`config.mk`:
```
export PLATFORM = sky130hd
export DESIGN_NAME = sector_prog
export DESIGN_NICKNAME = d
export VERILOG_FILES = /design/src/rtl/sector_prog_pkg.sv /design/src/rtl/sp_guard_ctr.sv /design/src/rtl/sp_poll_judge.sv /design/src/rtl/sp_bus_decode.sv /design/src/rtl/sector_prog.sv
export SDC_FILE = /design/constraint.sdc
export NUM_CORES = 1
export LEC_CHECK = 0
export ABC_AREA = 1
export BUFFER_PORTS_ARGS = -buffer_cell sky130_fd_sc_hd__buf_2
export CAP_MARGIN = 40
export CORE_MARGIN = 2
export CORE_UTILIZATION = 41
export DETAILED_ROUTE_END_ITERATION = 8
export PLACE_DENSITY = 0.7
export SKIP_CTS_REPAIR_TIMING = 1
export SYNTH_ARGS = -nofsm -noshare
export SYNTH_HDL_FRONTEND = slang
export SYNTH_HIERARCHICAL = 1
export SYNTH_SLANG_ARGS = --single-unit
```
`constraint.sdc`:
```
create_clock -name clk -period 3 [get_ports clk]
set_input_delay 0.3 -clock clk [delete_from_list [all_inputs] [get_ports clk]]
set_output_delay 0.3 -clock clk [all_outputs]
set_load 0.05 [all_outputs]
```
`src/rtl/sector_prog_pkg.sv`:
```
package sector_prog_pkg;

  typedef enum logic [2:0] {
    SP_IDLE = 3'd0,
    SP_WAIT = 3'd1,
    SP_WLO  = 3'd2,
    SP_WHI  = 3'd3,
    SP_PRD  = 3'd4,
    SP_PGAP = 3'd5
  } sp_state_e;

  function automatic int sp_max(input int a, input int b);
    return (a > b) ? a : b;
  endfunction

endpackage

```
`src/rtl/sp_guard_ctr.sv`:
```
// Elapsed-cycle counter with a fixed limit; saturates once expired.
module sp_guard_ctr #(
  parameter int LIMIT = 16
) (
  input  logic clk,
  input  logic rst_n,
  input  logic clr,
  input  logic en,
  output logic expired
);
  localparam int CW = $clog2(LIMIT + 1);
  localparam logic [CW-1:0] LAST = CW'(LIMIT - 1);

  logic [CW-1:0] cnt;

  assign expired = (cnt >= LAST);

  always_ff @(posedge clk or negedge rst_n) begin
    if (!rst_n) begin
      cnt <= '0;
    end else if (clr) begin
      cnt <= '0;
    end else if (en && !expired) begin
      cnt <= cnt + CW'(1);
    end
  end
endmodule

```
`src/rtl/sp_poll_judge.sv`:
```
// Decides whether one read sample shows the end of the program cycle.
module sp_poll_judge #(
  parameter int VALUE_BIT  = 7,
  parameter int TOGGLE_BIT = 6
) (
  input  logic       toggle_mode,
  input  logic [7:0] sample,
  input  logic       ref_bit,
  input  logic       prev_tgl,
  input  logic       have_prev,
  output logic       hit
);
  logic value_hit;
  logic toggle_hit;
  logic unused_sample;

  assign value_hit     = (sample[VALUE_BIT] == ref_bit);
  assign toggle_hit    = have_prev && (sample[TOGGLE_BIT] == prev_tgl);
  assign hit           = toggle_mode ? toggle_hit : value_hit;
  assign unused_sample = ^sample;
endmodule

```
`src/rtl/sp_bus_decode.sv`:
```
// Maps controller state onto the flash strobes, address and stream ready.
module sp_bus_decode
  import sector_prog_pkg::*;
#(
  parameter int SECT_BITS = 9,
  parameter int OFS_BITS  = 7
) (
  input  sp_state_e              state,
  input  logic [SECT_BITS-1:0]   sect,
  input  logic [OFS_BITS-1:0]    idx,
  input  logic [7:0]             data,
  output logic [SECT_BITS+OFS_BITS-1:0] addr,
  output logic [7:0]             dout,
  output logic                   drive,
  output logic                   ce_n,
  output logic                   we_n,
  output logic                   oe_n,
  output logic                   ready,
  output logic                   busy
);
  logic polling;

  assign polling = (state == SP_PRD) || (state == SP_PGAP);
  assign addr    = polling ? {sect, {OFS_BITS{1'b1}}} : {sect, idx};
  assign dout    = data;
  assign ready   = (state == SP_WAIT);
  assign busy    = (state != SP_IDLE);

  always_comb begin
    ce_n  = 1'b1;
    we_n  = 1'b1;
    oe_n  = 1'b1;
    drive = 1'b0;
    unique case (state)
      SP_WLO: begin
        ce_n  = 1'b0;
        we_n  = 1'b0;
        drive = 1'b1;
      end
      SP_WHI: begin
        ce_n  = 1'b0;
        drive = 1'b1;
      end
      SP_PRD: begin
        ce_n = 1'b0;
        oe_n = 1'b0;
      end
      default: ;
    endcase
  end
endmodule

```
`src/rtl/sector_prog.sv`:
```
module sector_prog
  import sector_prog_pkg::*;
#(
  parameter int SECT_BITS   = 9,
  parameter int OFS_BITS    = 7,
  parameter int WE_LOW_CYC  = 8,
  parameter int WE_HIGH_CYC = 8,
  parameter int READ_CYC    = 12,
  parameter int GAP_CYC     = 2,
  parameter int STALL_LIMIT = 12500,
  parameter int POLL_LIMIT  = 1250000
) (
  input  logic                          clk,
  input  logic                          rst_n,
  input  logic                          start,
  input  logic [SECT_BITS-1:0]          sector,
  input  logic                          poll_mode,
  input  logic                          in_valid,
  output logic                          in_ready,
  input  logic [7:0]                    in_data,
  output logic [SECT_BITS+OFS_BITS-1:0] fl_addr,
  output logic [7:0]                    fl_dout,
  output logic                          fl_drive,
  input  logic [7:0]                    fl_din,
  output logic                          fl_ce_n,
  output logic                          fl_we_n,
  output logic                          fl_oe_n,
  output logic                          busy,
  output logic                          done,
  output logic                          err_stall,
  output logic                          err_timeout
);
  localparam int PH_MAX = sp_max(sp_max(WE_LOW_CYC, WE_HIGH_CYC), sp_max(READ_CYC, GAP_CYC));
  localparam int PH_W   = $clog2(PH_MAX + 1);
  localparam logic [OFS_BITS-1:0] IDX_LAST = {OFS_BITS{1'b1}};

  sp_state_e              state;
  logic [PH_W-1:0]        ph_cnt;
  logic [PH_W-1:0]        ph_lim;
  logic                   ph_last;
  logic [OFS_BITS-1:0]    idx;
  logic [SECT_BITS-1:0]   sect_q;
  logic                   mode_q;
  logic [7:0]             data_q;
  logic                   prev_tgl;
  logic                   have_prev;
  logic                   done_q;
  logic                   stall_q;
  logic                   tmo_q;
  logic                   stall_exp;
  logic                   poll_exp;
  logic                   hit;
  logic                   polling;

  assign polling = (state == SP_PRD) || (state == SP_PGAP);

  always_comb begin
    unique case (state)
      SP_WLO:  ph_lim = PH_W'(WE_LOW_CYC - 1);
      SP_WHI:  ph_lim = PH_W'(WE_HIGH_CYC - 1);
      SP_PRD:  ph_lim = PH_W'(READ_CYC - 1);
      SP_PGAP: ph_lim = PH_W'(GAP_CYC - 1);
      default: ph_lim = '0;
    endcase
  end
  assign ph_last = (ph_cnt == ph_lim);

  sp_guard_ctr #(.LIMIT(STALL_LIMIT)) u_stall (
    .clk     (clk),
    .rst_n   (rst_n),
    .clr     ((state == SP_IDLE) || (state == SP_WLO)),
    .en      ((state == SP_WAIT) || (state == SP_WHI)),
    .expired (stall_exp)
  );

  sp_guard_ctr #(.LIMIT(POLL_LIMIT)) u_poll (
    .clk     (clk),
    .rst_n   (rst_n),
    .clr     (!polling),
    .en      (polling),
    .expired (poll_exp)
  );

  sp_poll_judge u_judge (
    .toggle_mode (mode_q),
    .sample      (fl_din),
    .ref_bit     (data_q[7]),
    .prev_tgl    (prev_tgl),
    .have_prev   (have_prev),
    .hit         (hit)
  );

  sp_bus_decode #(.SECT_BITS(SECT_BITS), .OFS_BITS(OFS_BITS)) u_bus (
    .state (state),
    .sect  (sect_q),
    .idx   (idx),
    .data  (data_q),
    .addr  (fl_addr),
    .dout  (fl_dout),
    .drive (fl_drive),
    .ce_n  (fl_ce_n),
    .we_n  (fl_we_n),
    .oe_n  (fl_oe_n),
    .ready (in_ready),
    .busy  (busy)
  );

  assign done        = done_q;
  assign err_stall   = stall_q;
  assign err_timeout = tmo_q;

  always_ff @(posedge clk or negedge rst_n) begin
    if (!rst_n) begin
      state     <= SP_IDLE;
      ph_cnt    <= '0;
      idx       <= '0;
      sect_q    <= '0;
      mode_q    <= 1'b0;
      data_q    <= '0;
      prev_tgl  <= 1'b0;
      have_prev <= 1'b0;
      done_q    <= 1'b0;
      stall_q   <= 1'b0;
      tmo_q     <= 1'b0;
    end else begin
      done_q  <= 1'b0;
      stall_q <= 1'b0;
      tmo_q   <= 1'b0;
      unique case (state)
        SP_IDLE: begin
          ph_cnt <= '0;
          if (start) begin
            sect_q <= sector;
            mode_q <= poll_mode;
            idx    <= '0;
            state  <= SP_WAIT;
          end
        end
        SP_WAIT: begin
          ph_cnt <= '0;
          if (in_valid) begin
            data_q <= in_data;
            state  <= SP_WLO;
          end else if (stall_exp) begin
            stall_q <= 1'b1;
            state   <= SP_IDLE;
          end
        end
        SP_WLO: begin
          if (ph_last) begin
            ph_cnt <= '0;
            state  <= SP_WHI;
          end else begin
            ph_cnt <= ph_cnt + PH_W'(1);
          end
        end
        SP_WHI: begin
          if (ph_last) begin
            ph_cnt <= '0;
            if (idx == IDX_LAST) begin
              have_prev <= 1'b0;
              state     <= SP_PRD;
            end else begin
              idx   <= idx + OFS_BITS'(1);
              state <= SP_WAIT;
            end
          end else begin
            ph_cnt <= ph_cnt + PH_W'(1);
          end
        end
        SP_PRD: begin
          if (ph_last && hit) begin
            done_q <= 1'b1;
            state  <= SP_IDLE;
          end else if (poll_exp) begin
            tmo_q <= 1'b1;
            state <= SP_IDLE;
          end else if (ph_last) begin
            ph_cnt    <= '0;
            prev_tgl  <= fl_din[6];
            have_prev <= 1'b1;
            state     <= SP_PGAP;
          end else begin
            ph_cnt <= ph_cnt + PH_W'(1);
          end
        end
        SP_PGAP: begin
          if (poll_exp) begin
            tmo_q <= 1'b1;
            state <= SP_IDLE;
          end else if (ph_last) begin
            ph_cnt <= '0;
            state  <= SP_PRD;
          end else begin
            ph_cnt <= ph_cnt + PH_W'(1);
          end
        end
        default: state <= SP_IDLE;
      endcase
    end
  end
endmodule

```
==> impl_metrics.json, run 1 <==
{
  "setup_violations": 0,
  "synthCells": 702,
  "start_util_pct": 42.3,
  "root_buffer": "clkbuf_16",
  "min_from": "sector[6]",
  "design_area_mm2": 0.00547,
  "io_buffer_count": 56,
  "reg2reg_depth": 12,
  "dp.cells": 876,
  "slowest_stage": "dfrtp_1",
  "slew-limit-headroom_pct": 61.9,
  "yosysMostFrequentCell": "nand2_1",
  "status": "finished clean",
  "powerDensity_mw_per_mm2": 743,
  "die-area_mm2": 0.0128,
  "cap_violations": 0,
  "synthArstFlopShare_pct": 100,
  "ys_warn_count": 6,
  "drive_above_1_share_pct": 17.6,
  "ys_ff_latch": 72,
  "antenna_found_initial": 0,
  "clk_path_buf_depth": 2,
  "area_growth_pct": 12.2,
  "wl_per_cell_um": 12.2,
  "coreArea_mm2": 0.0115,
  "antennaDiodeCount": 0,
  "path_cells": "inv_1 -> ha_1 -> inv_1 -> nand3_2 -> nand2_1 -> nand3_1 -> nor2_4 -> nand2_4 -> nand2_4 -> nand3b_1 -> nand2_1 -> nor2_1",
  "fill_cells": 1193,
  "ir_worst_vdd_v": 0.000571,
  "synth-main-ff-cell": "dfrtp_1",
  "cts_max_level": 3,
  "setup_tns_ps": 0,
  "ios": 63,
  "hold_class": "primary input to register",
  "synth_edf_count": 0,
  "nets": 782,
  "drc": 0,
  "cts_tree": "built",
  "preCtsSetupSlack_ps": 681,
  "end_kind": "register",
  "num_rows": 39,
  "drtPass1Iterations": 5,
  "clkSinkCount": 72,
  "holdPathEnd": "sect_q[6]",
  "viasPerCell": 4.92,
  "path_buf_inv": 2,
  "required_ps": 3230,
  "vias": 4393,
  "critPathArrivalTime_ps": 2570,
  "yosys-top-cells-area": "dfrtp_1, nand2_1, nand3_1, nor2_1, inv_1",
  "use_met2_pct": 29.1,
  "regArea_mm2": 0.00180,
  "fin_cells": 892,
  "grt_remaining_overflow": 0,
  "drtAntennaViolNets": 0,
  "r2r-start": "state[1]",
  "grt_pass1_vias": 4094,
  "cp_top_family": "simple AND/OR/NAND/NOR gates",
  "clk_pin_slew_ps": 60,
  "gr-usage-met3_pct": 3.11,
  "p_leak_nw": 2.81,
  "grt-busiest-layer": "met2",
  "ff2ff_setup_slack_ps": 660,
  "worstMarginPinSlew_ps": 571,
  "hold_viol_final": 0,
  "clock_latency_ps": 330,
  "met1_usage_pct": 24.3,
  "routed_wl_mm": 10.9,
  "yosys.cell_types.count": 35,
  "finalWeightedCongestion": 0.864,
  "critical-path-max-stage-delay_ps": 610,
  "syn-num-nets": 739,
  "maxSlewViolCount": 0,
  "period_needed_ps": 2340,
  "final.setup_skew_ps": 10.2,
  "synth_common_cells": "nand2_1, nor2_1, nand3_1, dfrtp_1, inv_1",
  "yosysTopAreaCell": "dfrtp_1",
  "grt_usage_pct": 17.8,
  "placed_area_mm2": 0.00517,
  "timing.hold.ws_ps": 164,
  "rsz0062_at_grt": "no",
  "drt_iter0_markers": 244,
  "hpwl_mm": 7.90,
  "hold_depth": 3,
  "crit_type": "register to register",
  "fin_ws_ps": 659,
  "start_kind": "register",
  "dieHeight_um": 113,
  "grt_max_degree": 49,
  "path_max_fanout": 11,
  "die_w_um": 113,
  "ys_seq_area_share_pct": 37.0,
  "reg2reg_to": "idx[3]",
  "synth.avg_cell_area_um2": 6.94,
  "min_period_over_period_pct": 78.0,
  "yosys.area.top_type_share_pct": 37.0,
  "syn-cell-area_mm2": 0.00487,
  "cts_buffers": 9,
  "grt_pass1_wl_mm": 18.9,
  "fmax_ghz": 0.427,
  "multi_input_area_mm2": 0.00256
}
-- sequential cells by signal, summed over array words and instances (netlist names) --
signal,flops
u_stall/cnt,14
have_prev,1
data_q,8
ph_cnt,4
idx,7
state,3
err_timeout,1
done,1
err_stall,1
prev_tgl,1
u_poll/cnt,21
mode_q,1
sect_q,9
-- per-stage QoR --
step                total power (W)  utilization, %
detailed placement          0.00303            44.9
floorplan                   0.00281               -
global route                0.00431            47.5
CTS                         0.00410            47.4
finish                      0.00406            47.5
global placement            0.00301            44.7
-- cell families after synthesis --
| kind of cell | Yosys count | synth area share, % |
|---|---|---|
| AND/OR/NAND/NOR | 466 | 42.7 |
| buffers and inverters | 104 | 10.4 |
| multiplexers | 8 | 1.85 |
| AO/OA/AOI/OAI | 27 | 3.06 |
| adder cells (fa/ha/maj) | 7 | 1.80 |
| XOR/XNOR | 18 | 3.24 |
| flip-flops | 72 | 37.0 |
-- report_power, final --
group / internal (W) / switching (W)
Sequential: 0.00115 / 0.000168
Clock: 0.000636 / 0.000419
Combinational: 0.000438 / 0.00126
Total: 0.00222 / 0.00184
-- layer usage --
metal / vias up / wire length (um)
li1: 2279 / -
met1: 2027 / 5110
met2: 79 / 5250
met3: 8 / 426
met4: 0 / 87
met5: - / 0
-- worst reg2reg max path, delay by kind of cell (launching register included) --
| family | cells | cell delay [ps] |
|---|---|---|
| adder cells (fa/ha/maj) | 1 | 360 |
| buffers and inverters | 2 | 270 |
| flip-flops | 1 | 610 |
| AND/OR/NAND/NOR | 9 | 1000 |
-- placed cells by master (no fill, tap or decap), types with 3 or more instances in the layout --
cell type and count:
clkbuf_16 9, inv_2 4, mux2_2 8, a21oi_1 7, buf_4 7, dfrtp_1 72, nor2_1 92, ha_1 7
clkinv_2 3, nand3_1 77, nand2_4 5, nor2_2 9, nand2_2 16, inv_1 67, xnor2_1 3, nor2_4 3
o21ai_0 14, xor2_1 15, nor3_1 3, nand4_1 19, buf_2 55, nand2_1 231
-- worst max path at each step --
stage                        start       end  slack (ps)  depth (start not counted)
after floorplan           state[1]  state[1]        1000                         11
after detailed placement  state[1]    idx[3]         680                         12
after CTS                 state[1]    idx[3]         670                         12
after global placement    state[1]    idx[3]         680                         12
final                     state[1]    idx[3]         660                         12
after global routing      state[1]  state[0]         460                         14
-- cell type report --
type                            instances  share of cell area, %
Tap cell                              143                   3.27
Sequential cell                        72                   33.0
Clock buffer                            9                   4.12
Timing Repair Buffer                   64                   6.68
Inverter                               72                   4.94
Clock inverter                          6                   1.12
Multi-Input combinational cell        526                   46.9
Power figures use the tool's default switching activity.
==> run 2, diff against run 1 <==
Clock period 3 ns to 2.35 ns, I/O delays scaled along.
==> run 2 against run 1 <==
Effect of this change:
- sequential cell count unchanged
- fmax up 11%
- critical path depth down 1
- routed wire length up 2.1%
- via count down 0.20%
- clock power up 21%
- global-route usage up 1.2 points
- count of clock-buffer cells in the layout up 3
- core utilization up 0.22 points
- worst setup slack worse by 420 ps
- critical path type unchanged
- critical endpoint unchanged
==> impl_metrics.json, run 2 (same netlist as run 1, synthesis figures left out) <==
{
  "ir_worst_vdd_v": 0.000866,
  "cts_tree": "built",
  "wl_per_cell_um": 12.4,
  "seq_power_share_pct": 32.3,
  "grt_pass1_vias": 4200,
  "switching_power_w": 0.00233,
  "routed_wl_mm": 11.1,
  "fmax_ghz": 0.475,
  "clkSinkCount": 72,
  "reg2reg_depth": 11,
  "combPwrFrac_pct": 43.0,
  "path_max_fanout": 10,
  "end_kind": "register",
  "hpwl_mm": 8.16,
  "top_regs": "u_poll/cnt (21), u_stall/cnt (14), sect_q (9)",
  "hold_viol_final": 0,
  "grt_max_degree": 45,
  "required_ps": 2580,
  "maxSlewViolCount": 0,
  "slowest_stage": "dfrtp_1",
  "critical-path-max-stage-delay_ps": 550,
  "viasPerCell": 4.88,
  "hold_class": "primary input to register",
  "cts_max_level": 3,
  "min_period_over_period_pct": 89.7,
  "drive_above_1_share_pct": 18.1,
  "slew-limit-headroom_pct": 63.0,
  "largest_reg_flops": 21,
  "area_growth_pct": 12.7,
  "cp-startpoint": "state[2]",
  "clk_path_buf_depth": 2,
  "period_needed_ps": 2110,
  "vias": 4384,
  "drt_iter0_markers": 273,
  "critPathArrivalTime_ps": 2340,
  "internal-power_w": 0.00280,
  "endpoint": "idx[3]",
  "fin_ws_ps": 243,
  "start_util_pct": 42.3,
  "antennaDiodeCount": 0,
  "setup_tns_ps": 0,
  "drtAntennaViolNets": 0,
  "dp.cells": 882,
  "preCtsSetupSlack_ps": 279,
  "dieHeight_um": 113,
  "num_rows": 39,
  "p_clk_share_pct": 24.7,
  "drc": 0,
  "reg2reg_to": "idx[3]",
  "timing.hold.ws_ps": 91.1,
  "path_cells": "inv_1 -> ha_1 -> xor2_1 -> nor2_1 -> nand3_1 -> nor2_4 -> nand2_4 -> nand2_4 -> nand3b_1 -> nand2_1 -> nor2_1",
  "start_kind": "register",
  "finalWeightedCongestion": 0.898,
  "fin_cells": 898,
  "antenna_found_initial": 0,
  "root_buffer": "clkbuf_16",
  "final_cell_mix": "nand2_1, nor2_1, nand3_1",
  "fill_cells": 1179,
  "grt_pass1_wl_mm": 19.8,
  "ios": 63,
  "powerDensity_mw_per_mm2": 934,
  "io_buffer_count": 56,
  "crit_type": "register to register",
  "p_leak_nw": 2.83,
  "rsz0062_at_grt": "no",
  "die-area_mm2": 0.0128,
  "grt_remaining_overflow": 0,
  "clk_pin_slew_ps": 60,
  "switching_share_pct": 45.5,
  "cts_buffers": 9,
  "ff2ff_setup_slack_ps": 240,
  "status": "finished clean",
  "cap_violations": 0,
  "r2r-start": "state[2]",
  "clock_latency_ps": 340,
  "die_w_um": 113,
  "fin_util_pct": 47.7,
  "layout_commonest_cell": "nand2_1",
  "final.setup_skew_ps": 7.40,
  "top_register": "u_poll/cnt",
  "nets": 788,
  "worstMarginPinSlew_ps": 555,
  "coreArea_mm2": 0.0115,
  "hold_depth": 3,
  "setup_violations": 0,
  "grt_usage_pct": 19.0,
  "drtPass1Iterations": 5
}
## run 2: metrics by stage
step / power, W / instance area, um2
floorplan: 0.00358 / 4870
global placement: 0.00385 / 5210
detailed placement: 0.00388 / 5210
CTS: 0.00518 / 5480
global route: 0.00547 / 5490
finish: 0.00513 / 5490
## run 2: power groups by stage
| stage | logic [W] | clock network [W] | registers (W) |
|---|---|---|---|
| 3_5_place_dp | 0.00221 | 0 | 0.00167 |
| 6_report | 0.00221 | 0.00127 | 0.00166 |
| 3_3_place_gp | 0.00219 | 0 | 0.00167 |
| 4_1_cts | 0.00222 | 0.00130 | 0.00166 |
| 5_1_grt | 0.00242 | 0.00137 | 0.00168 |
| 2_1_floorplan | 0.00194 | 0 | 0.00164 |
## run 2: layout make-up
type                            count  area (um2)  share of cell area [%]
Multi-Input combinational cell    526        2560                    46.7
Sequential cell                    72        1800                    32.8
Timing Repair Buffer               70         403                    7.34
Inverter                           72         270                    4.92
Clock buffer                       12         256                    4.67
Tap cell                          143         179                    3.26
Clock inverter                      3        17.5                   0.319
## run 2: worst min-delay path by stage
| stage | end | slack (ps) | startpoint |
|---|---|---|---|
| 4_1_cts | u_stall/cnt[13] | -100 | rst_n |
| 6_report | sect_q[6] | 90 | sector[6] |
| 3_5_place_dp | u_stall/cnt[11] | 270 | rst_n |
| 3_3_place_gp | u_stall/cnt[11] | 270 | rst_n |
| 2_1_floorplan | data_q[0] | -60 | rst_n |
| 5_1_grt | sect_q[7] | 90 | sector[7] |
## run 2: routing by layer
layer | share of wire, % | track usage [%] | vias up
li1 | - | - | 2287
met2 | 48 | 31.5 | 66
met5 | 0 | 0 | -
met1 | 48 | 24.9 | 2015
met4 | 1.7 | 6.42 | 0
met3 | 2.8 | 4.07 | 16
## run 2: critical path, delay by kind of cell (launching register included)
kind / cells / cell delay, ps
adders and majority gates: 1 / 250
and+or+nand+nor: 8 / 870
buffers and inverters: 1 / 150
xor gates and xnor gates: 1 / 170
DFF: 1 / 550
